===== config.mk =====
export PLATFORM = sky130hd
export DESIGN_NAME = flash_read_seq
export DESIGN_NICKNAME = d
export VERILOG_FILES = /design/src/rtl/fsq_pkg.sv /design/src/rtl/fsq_mode_decode.sv /design/src/rtl/fsq_sck_gen.sv /design/src/rtl/flash_read_seq.sv
export SDC_FILE = /design/constraint.sdc
export NUM_CORES = 1
export LEC_CHECK = 0
export BUFFER_PORTS_ARGS = -buffer_cell sky130_fd_sc_hd__buf_2
export CORE_MARGIN = 3
export CORE_UTILIZATION = 25
export DETAILED_ROUTE_END_ITERATION = 7
export PLACE_DENSITY = 0.49
export SYNTH_ARGS = -nofsm -noshare
export SYNTH_HDL_FRONTEND = slang
export SYNTH_SLANG_ARGS = --single-unit

===== constraint.sdc =====
create_clock -name clk -period 4.31 [get_ports clk]
set_input_delay 0.431 -clock clk [delete_from_list [all_inputs] [get_ports clk]]
set_output_delay 0.431 -clock clk [all_outputs]
set_load 0.005 [all_outputs]

===== src/rtl/fsq_pkg.sv =====
package fsq_pkg;

    typedef enum logic [2:0] {
        PH_IDLE  = 3'd0,
        PH_INSTR = 3'd1,
        PH_ADDR  = 3'd2,
        PH_DUMMY = 3'd3,
        PH_DATA  = 3'd4
    } phase_e;

    // configuration captured at request acceptance (divider kept apart)
    typedef struct packed {
        logic [2:0] mode;
        logic [1:0] addr_sz;
        logic       wide_op;
        logic [3:0] dummy;
        logic [7:0] opcode;
        logic [1:0] ins_ln;
        logic [1:0] adr_ln;
        logic [1:0] dat_ln;
    } cfg_t;

    // per-transaction plan derived from the configuration
    typedef struct packed {
        logic [7:0] opcode;
        logic [1:0] ins_lg;     // log2 of lines
        logic [1:0] adr_lg;
        logic [1:0] dat_lg;
        logic       has_dummy;
        logic [5:0] addr_bits;  // 8..32
    } plan_t;

    function automatic logic [1:0] ln_to_lg(input logic [1:0] code);
        return (code == 2'd3) ? 2'd2 : code;
    endfunction

endpackage


===== src/rtl/fsq_mode_decode.sv =====
module fsq_mode_decode
    import fsq_pkg::*;
(
    input  cfg_t  cfg,
    output plan_t plan
);
    logic wide;

    always_comb begin
        wide           = cfg.wide_op && (cfg.addr_sz == 2'd3);
        plan           = '0;
        plan.addr_bits = 6'({cfg.addr_sz, 3'b000}) + 6'd8;
        unique case (cfg.mode)
            3'd0: plan.opcode = wide ? 8'h13 : 8'h03;
            3'd1: begin
                plan.opcode    = wide ? 8'h0C : 8'h0B;
                plan.has_dummy = 1'b1;
            end
            3'd2: begin
                plan.opcode    = wide ? 8'h3C : 8'h3B;
                plan.dat_lg    = 2'd1;
                plan.has_dummy = 1'b1;
            end
            3'd3: begin
                plan.opcode    = wide ? 8'hBC : 8'hBB;
                plan.adr_lg    = 2'd1;
                plan.dat_lg    = 2'd1;
                plan.has_dummy = 1'b1;
            end
            3'd4: begin
                plan.opcode    = wide ? 8'h6C : 8'h6B;
                plan.dat_lg    = 2'd2;
                plan.has_dummy = 1'b1;
            end
            3'd5: begin
                plan.opcode    = wide ? 8'hEC : 8'hEB;
                plan.adr_lg    = 2'd2;
                plan.dat_lg    = 2'd2;
                plan.has_dummy = 1'b1;
            end
            default: begin  // custom standard (6) / custom fast (7)
                plan.opcode    = cfg.opcode;
                plan.ins_lg    = ln_to_lg(cfg.ins_ln);
                plan.adr_lg    = ln_to_lg(cfg.adr_ln);
                plan.dat_lg    = ln_to_lg(cfg.dat_ln);
                plan.has_dummy = cfg.mode[0];
            end
        endcase
    end
endmodule


===== src/rtl/fsq_sck_gen.sv =====
module fsq_sck_gen #(
    parameter int DIV_W = 6
) (
    input  logic             clk,
    input  logic             rst,
    input  logic             run,
    input  logic [DIV_W-1:0] div_field,
    input  logic             idle_level,
    output logic             sck,
    output logic             beat_end
);
    logic [DIV_W-1:0] cnt;
    logic [DIV_W-1:0] last_cnt;
    logic [DIV_W:0]   half;

    assign last_cnt = (div_field == '0) ? DIV_W'(1) : div_field;
    assign half     = ({1'b0, last_cnt} + (DIV_W+1)'(1)) >> 1;
    assign beat_end = run && (cnt == last_cnt);
    assign sck      = run ? ({1'b0, cnt} >= half) : idle_level;

    always_ff @(posedge clk) begin
        if (rst || !run || beat_end) cnt <= '0;
        else                         cnt <= cnt + DIV_W'(1);
    end

    // the beat counter never passes the divisor limit
    a_r2_cnt_bound: assert property (@(posedge clk) disable iff (rst)
        run |-> cnt <= last_cnt);
    // each new beat opens with the serial clock low
    a_r2_beat_opens_low: assert property (@(posedge clk) disable iff (rst)
        (run && $past(beat_end)) |-> !sck);
endmodule


===== src/rtl/flash_read_seq.sv =====
module flash_read_seq
    import fsq_pkg::*;
#(
    parameter int WADDR_W = 30,
    parameter int DIV_W   = 6
) (
    input  logic               clk,
    input  logic               rst,
    input  logic [2:0]         cfg_mode,
    input  logic [1:0]         cfg_addr_sz,
    input  logic               cfg_wide_op,
    input  logic [3:0]         cfg_dummy,
    input  logic [DIV_W-1:0]   cfg_div,
    input  logic               cfg_idle_high,
    input  logic [7:0]         cfg_opcode,
    input  logic [1:0]         cfg_ins_ln,
    input  logic [1:0]         cfg_adr_ln,
    input  logic [1:0]         cfg_dat_ln,
    input  logic               req_valid,
    output logic               req_ready,
    input  logic [WADDR_W-1:0] req_waddr,
    output logic               rsp_valid,
    output logic [31:0]        rsp_data,
    output logic               sck,
    output logic               cs_req,
    output logic [3:0]         io_out,
    output logic [3:0]         io_oe,
    input  logic [3:0]         io_in
);
    localparam int BADDR_W = WADDR_W + 2;

    cfg_t             cfg_live;
    plan_t            plan_live, plan_q;
    phase_e           phase;
    logic [3:0]       dummy_q;
    logic [DIV_W-1:0] div_q;
    logic [5:0]       beat, last_idx, step;
    logic [31:0]      sh, rx, rx_next, addr_q;
    logic [1:0]       cur_lg;
    logic             run, beat_end, drive;

    always_comb begin
        cfg_live.mode    = cfg_mode;
        cfg_live.addr_sz = cfg_addr_sz;
        cfg_live.wide_op = cfg_wide_op;
        cfg_live.dummy   = cfg_dummy;
        cfg_live.opcode  = cfg_opcode;
        cfg_live.ins_ln  = cfg_ins_ln;
        cfg_live.adr_ln  = cfg_adr_ln;
        cfg_live.dat_ln  = cfg_dat_ln;
    end

    fsq_mode_decode u_decode (.cfg(cfg_live), .plan(plan_live));

    assign run = (phase != PH_IDLE);

    fsq_sck_gen #(.DIV_W(DIV_W)) u_sck (
        .clk(clk), .rst(rst), .run(run), .div_field(div_q),
        .idle_level(cfg_idle_high), .sck(sck), .beat_end(beat_end)
    );

    always_comb begin
        unique case (phase)
            PH_INSTR: begin cur_lg = plan_q.ins_lg; last_idx = (6'd8 >> plan_q.ins_lg) - 6'd1; end
            PH_ADDR:  begin cur_lg = plan_q.adr_lg; last_idx = (plan_q.addr_bits >> plan_q.adr_lg) - 6'd1; end
            PH_DUMMY: begin cur_lg = 2'd0;          last_idx = {2'b00, dummy_q} + 6'd2; end
            PH_DATA:  begin cur_lg = plan_q.dat_lg; last_idx = (6'd32 >> plan_q.dat_lg) - 6'd1; end
            default:  begin cur_lg = 2'd0;          last_idx = 6'd0; end
        endcase
        step = 6'd1 << cur_lg;
    end

    // capture path: single line listens on line 1, wider phases on the low lines
    always_comb begin
        unique case (plan_q.dat_lg)
            2'd0:    rx_next = {rx[30:0], io_in[1]};
            2'd1:    rx_next = {rx[29:0], io_in[1:0]};
            default: rx_next = {rx[27:0], io_in};
        endcase
    end

    always_ff @(posedge clk) begin
        if (rst) begin
            phase     <= PH_IDLE;
            plan_q    <= '0;
            dummy_q   <= '0;
            div_q     <= '0;
            beat      <= '0;
            sh        <= '0;
            rx        <= '0;
            addr_q    <= '0;
            rsp_valid <= 1'b0;
            rsp_data  <= '0;
        end else begin
            rsp_valid <= 1'b0;
            if (phase == PH_IDLE) begin
                if (req_valid) begin
                    plan_q  <= plan_live;
                    dummy_q <= cfg_dummy;
                    div_q   <= cfg_div;
                    addr_q  <= 32'({req_waddr, 2'b00});
                    sh      <= {plan_live.opcode, 24'h0};
                    rx      <= '0;
                    beat    <= '0;
                    phase   <= PH_INSTR;
                end
            end else if (beat_end) begin
                if (phase == PH_DATA) rx <= rx_next;
                if (beat != last_idx) begin
                    beat <= beat + 6'd1;
                    sh   <= sh << step;
                end else begin
                    beat <= '0;
                    unique case (phase)
                        PH_INSTR: begin
                            phase <= PH_ADDR;
                            sh    <= addr_q << (6'd32 - plan_q.addr_bits);
                        end
                        PH_ADDR:  phase <= plan_q.has_dummy ? PH_DUMMY : PH_DATA;
                        PH_DUMMY: phase <= PH_DATA;
                        PH_DATA: begin
                            phase     <= PH_IDLE;
                            rsp_valid <= 1'b1;
                            rsp_data  <= {rx_next[7:0], rx_next[15:8],
                                          rx_next[23:16], rx_next[31:24]};
                        end
                        default:  phase <= PH_IDLE;
                    endcase
                end
            end
        end
    end

    assign req_ready = (phase == PH_IDLE);
    assign cs_req    = run;
    assign drive     = (phase == PH_INSTR) || (phase == PH_ADDR);

    always_comb begin
        io_out = '0;
        if (drive) begin
            unique case (cur_lg)
                2'd0:    io_out = {3'b000, sh[31]};
                2'd1:    io_out = {2'b00, sh[31:30]};
                default: io_out = sh[31:28];
            endcase
        end
    end

    for (genvar i = 0; i < 4; i++) begin : g_oe
        assign io_oe[i] = drive && (3'(i) < (3'd1 << cur_lg));
    end

    // idle bus is quiet and the clock rests at the chosen level
    a_r1_idle_quiet: assert property (@(posedge clk) disable iff (rst)
        req_ready |-> (!cs_req && io_oe == 4'b0000 && sck == cfg_idle_high));
    // lines are released through dummy and data beats
    a_r7_oe_released: assert property (@(posedge clk) disable iff (rst)
        (phase == PH_DUMMY || phase == PH_DATA) |-> io_oe == 4'b0000);
    // response strobe is a single cycle
    a_r10_rsp_pulse: assert property (@(posedge clk) disable iff (rst)
        rsp_valid |=> !rsp_valid);
    // response coincides with return to idle
    a_r10_rsp_idle: assert property (@(posedge clk) disable iff (rst)
        rsp_valid |-> (req_ready && !cs_req));
    // an accepted request makes the sequencer busy
    a_r11_accept_busy: assert property (@(posedge clk) disable iff (rst)
        (req_valid && req_ready) |=> (cs_req && !req_ready));
    // dummy phase only appears in modes that call for it
    a_r7_dummy_mode: assert property (@(posedge clk) disable iff (rst)
        (phase == PH_DUMMY) |-> plan_q.has_dummy);
endmodule


==> run_results.csv <==
group,metric,value,unit
outcome,outcome,"completed",
floorplan,dieArea,43100,um^2
clock_tree,clock-root-buffer,"clkbuf_16",
synth,syn-num-nets,1355,
global_route,grt_pass1_wl,53500,um
floorplan,die_y,207,um
clock_tree,clk_pin_slew_worst_paths,0.08,ns
placement,dp_hpwl,24500,um
synth,synth.distinct_cells,83,
synth,synthArstFlopShare,0,%
pwr,fin_total_pwr,4.50,mW
timing,worst_pin_slew,0.970,ns
clock_tree,cts_htree_levels,4,
finish,diodes,0,
timing,hold_ws,0.217,ns
timing,slew_headroom,35.3,%
timing,fmax,0.251,GHz
global_route,grt_pass1_vias,9100,
clock_tree,cts_hold_buf,0,
finish,area_delta_synth_final,15.4,%
timing,rsz0062_at_grt,"no",
finish,regArea,3230,um^2
timing,clock_skew,0.0165,ns
global_route,grt_max_degree,77,
setup_path,crit_family,"compound AO/OA/AOI/OAI gates",
setup_path,crit_chain,"nand2b_1 -> nor2_1 -> a21oi_1 -> inv_1 -> ha_1 -> buf_4 -> mux2_2 -> a21oi_1 -> nor2_1 -> a211oi_1 -> a211oi_1 -> mux2i_1 -> a311oi_1",
synth,syn_area,10100,um^2
pwr,power_density,384,nW/um^2
clock_tree,ctsResizeCount,0,
floorplan,num_rows,73,
timing,setup_viol,0,
detailed_routing,vias,9639,
pwr,max-vdd-ir-drop,338,uV
synth,synth_area_per_cell,7.99,um^2
floorplan,die_w,207,um
finish,finalNetCount,1402,
setup_path,max_stage_delay,0.76,ns
detailed_routing,routed_wl,34100,um
synth,seq_area_frac_synth,31.8,%
floorplan,pin_count,112,
setup_path,critPathMaxFanout,19,
setup_path,reg2reg_setup_slack,0.33,ns
setup_path,start_kind,"register",
detailed_routing,dr.pass1.iters,5,
finish,fillers,4300,
floorplan,initial_core_util,25.4,%
synth,yosysWarnings,0,
setup_path,crit_buf_inv,2,
clock_tree,cts.path.max_buffers,2,
detailed_routing,wl_per_cell,18.4,um
placement,io_buffers,111,
clock_tree,cts_setup_buffers,0,
synth,synth_cells,1271,
detailed_routing,antenna_left,0,
timing,finalSetupTns,0,ns
global_route,antenna_found_initial,1,
setup_path,slowest_stage,"ha_1",
synth,synthFlopType,"dfxtp_1",
timing,hold_violations,0,
synth,synth_edf_count,0,
clock_tree,numCtsBuffers,17,
job,cap_viol_max_count,0,
global_route,grt_usage,15.5,%
pwr,p_leak,4.35,nW
finish,multi_input_area,6360,um^2
clock_tree,cts_sinks,161,
finish,drive_above_1_share,18.5,%
floorplan,coreArea,39900,um^2
detailed_routing,drc,0,
hold_path,min_path_type,"in -> reg",
detailed_routing,vias_per_cell,5.19,
global_route,globalRouteOverflowTotal,0,
clock_tree,cts_tree,"built",
timing,fin_crit,3.98,ns
setup_path,required,4.62,ns
setup_path,path_class,"reg -> reg",
detailed_routing,first_iter_violations,740,
timing,fin_crit_sh,92.3,%
timing,drv_slew,0,
synth,synth-seq-cells,161,
setup_path,cp.arrival,4.29,ns
setup_path,cp-end-kind,"register",
placement,place.gp.congestion,0.867,
clock_tree,clk_latency,0.46,ns
## sequential cells by signal, summed over array words and instances (netlist names)
name       count
phase          3
dummy_q        4
beat           6
div_q          6
u_sck.cnt      6
rsp_data      32
rx            31
sh            32
addr_q        30
plan_q        10
rsp_valid      1
## cells by family after synthesis
group                    share of synthesized area [%]
adder cells (fa/ha/maj)                           1.97
flip-flops                                        31.8
AO/OA/AOI/OAI                                     22.0
multiplexers                                      15.9
buffers and inverters                             5.63
AND/OR/NAND/NOR                                   20.5
XOR/XNOR                                          2.14
## worst paths after layout
check | end | cells past startpoint | start
max | sh[30]$_SDFFE_PP0P_ | 13 | phase[0]$_SDFFE_PP0P_
min | addr_q[6]$_SDFFE_PP0P_ | 3 | req_waddr[4]
max reg2reg | sh[30]$_SDFFE_PP0P_ | 13 | phase[0]$_SDFFE_PP0P_
min reg2reg | addr_q[18]$_SDFFE_PP0P_ | 2 | addr_q[18]$_SDFFE_PP0P_
## cell usage after synthesis (all sizes together), types with 6 or more instances
| master | instances | area share, % |
|---|---|---|
| a31oi | 8 | 0.49 |
| xnor2 | 12 | 1.1 |
| a211oi | 13 | 0.96 |
| a22o | 21 | 1.8 |
| buf | 36 | 2.0 |
| mux2i | 87 | 8.6 |
| mux4 | 22 | 4.9 |
| nand2b | 6 | 0.37 |
| o21ai | 61 | 3.0 |
| ha | 16 | 2.0 |
| xor2 | 12 | 1.0 |
| dfxtp | 161 | 32 |
| nor4 | 6 | 0.43 |
| and3 | 6 | 0.37 |
| clkbuf | 77 | 2.8 |
| or3 | 31 | 1.9 |
| nor2 | 125 | 4.6 |
| a21oi | 172 | 8.5 |
| inv | 21 | 0.78 |
| nor2b | 11 | 0.68 |
| a311oi | 6 | 0.58 |
| mux2 | 22 | 2.4 |
| nand3 | 29 | 1.6 |
| nand4 | 7 | 0.49 |
| nor3 | 49 | 2.6 |
| nand2 | 161 | 6.0 |
| o31a | 7 | 0.62 |
## power by group
part	switching (mW)	internal (mW)
logic	0.847	0.423
registers	0.0913	1.56
clock network	0.701	0.877
## cells in the final DEF, fill, tap and decap left out, types with 22 or more instances in the layout
cell type and n:
a21oi_1 172, mux2_2 22, dfxtp_1 159, or3_1 31, mux4_2 22, nor3_1 47, o21ai_0 49, nand3_1 28
nor2_1 125, mux2i_1 87, buf_2 110, buf_4 30, nand2_1 159
## metal layers
layer / wire, um / global-route usage [%] / up-vias
li1: - / - / 4691
met5: 0 / 0 / -
met3: 2160 / 3.70 / 25
met4: 371 / 3.46 / 0
met1: 16700 / 22.7 / 4625
met2: 14900 / 22.9 / 298
## metrics by stage
stage               utilization, %  instances  cell area, um^2  worst slack [ns]
floorplan                        -       1271            10100             0.702
global placement              27.9       1824            11100             0.441
detailed placement            27.9       1824            11100             0.381
CTS                           29.4       1856            11700             0.355
global route                  29.4       1856            11700            0.0189
finish                        29.4       1856            11700             0.333
## cell type report
| cell class | instances | area share, % |
|---|---|---|
| Timing Repair Buffer | 141 | 6.79 |
| Clock inverter | 14 | 1.30 |
| Clock buffer | 18 | 3.75 |
| Multi-Input combinational cell | 975 | 54.3 |
| Tap cell | 525 | 5.61 |
| Sequential cell | 161 | 27.5 |
| Inverter | 22 | 0.705 |
## worst min-delay path, delay by kind of cell
family	cells	cell delay [ns]
AO/OA/AOI/OAI	1	0.05
buffers and inverters	1	0.10
AND/OR/NAND/NOR	1	0.05
No activity file was read; power rests on OpenSTA's default activity.
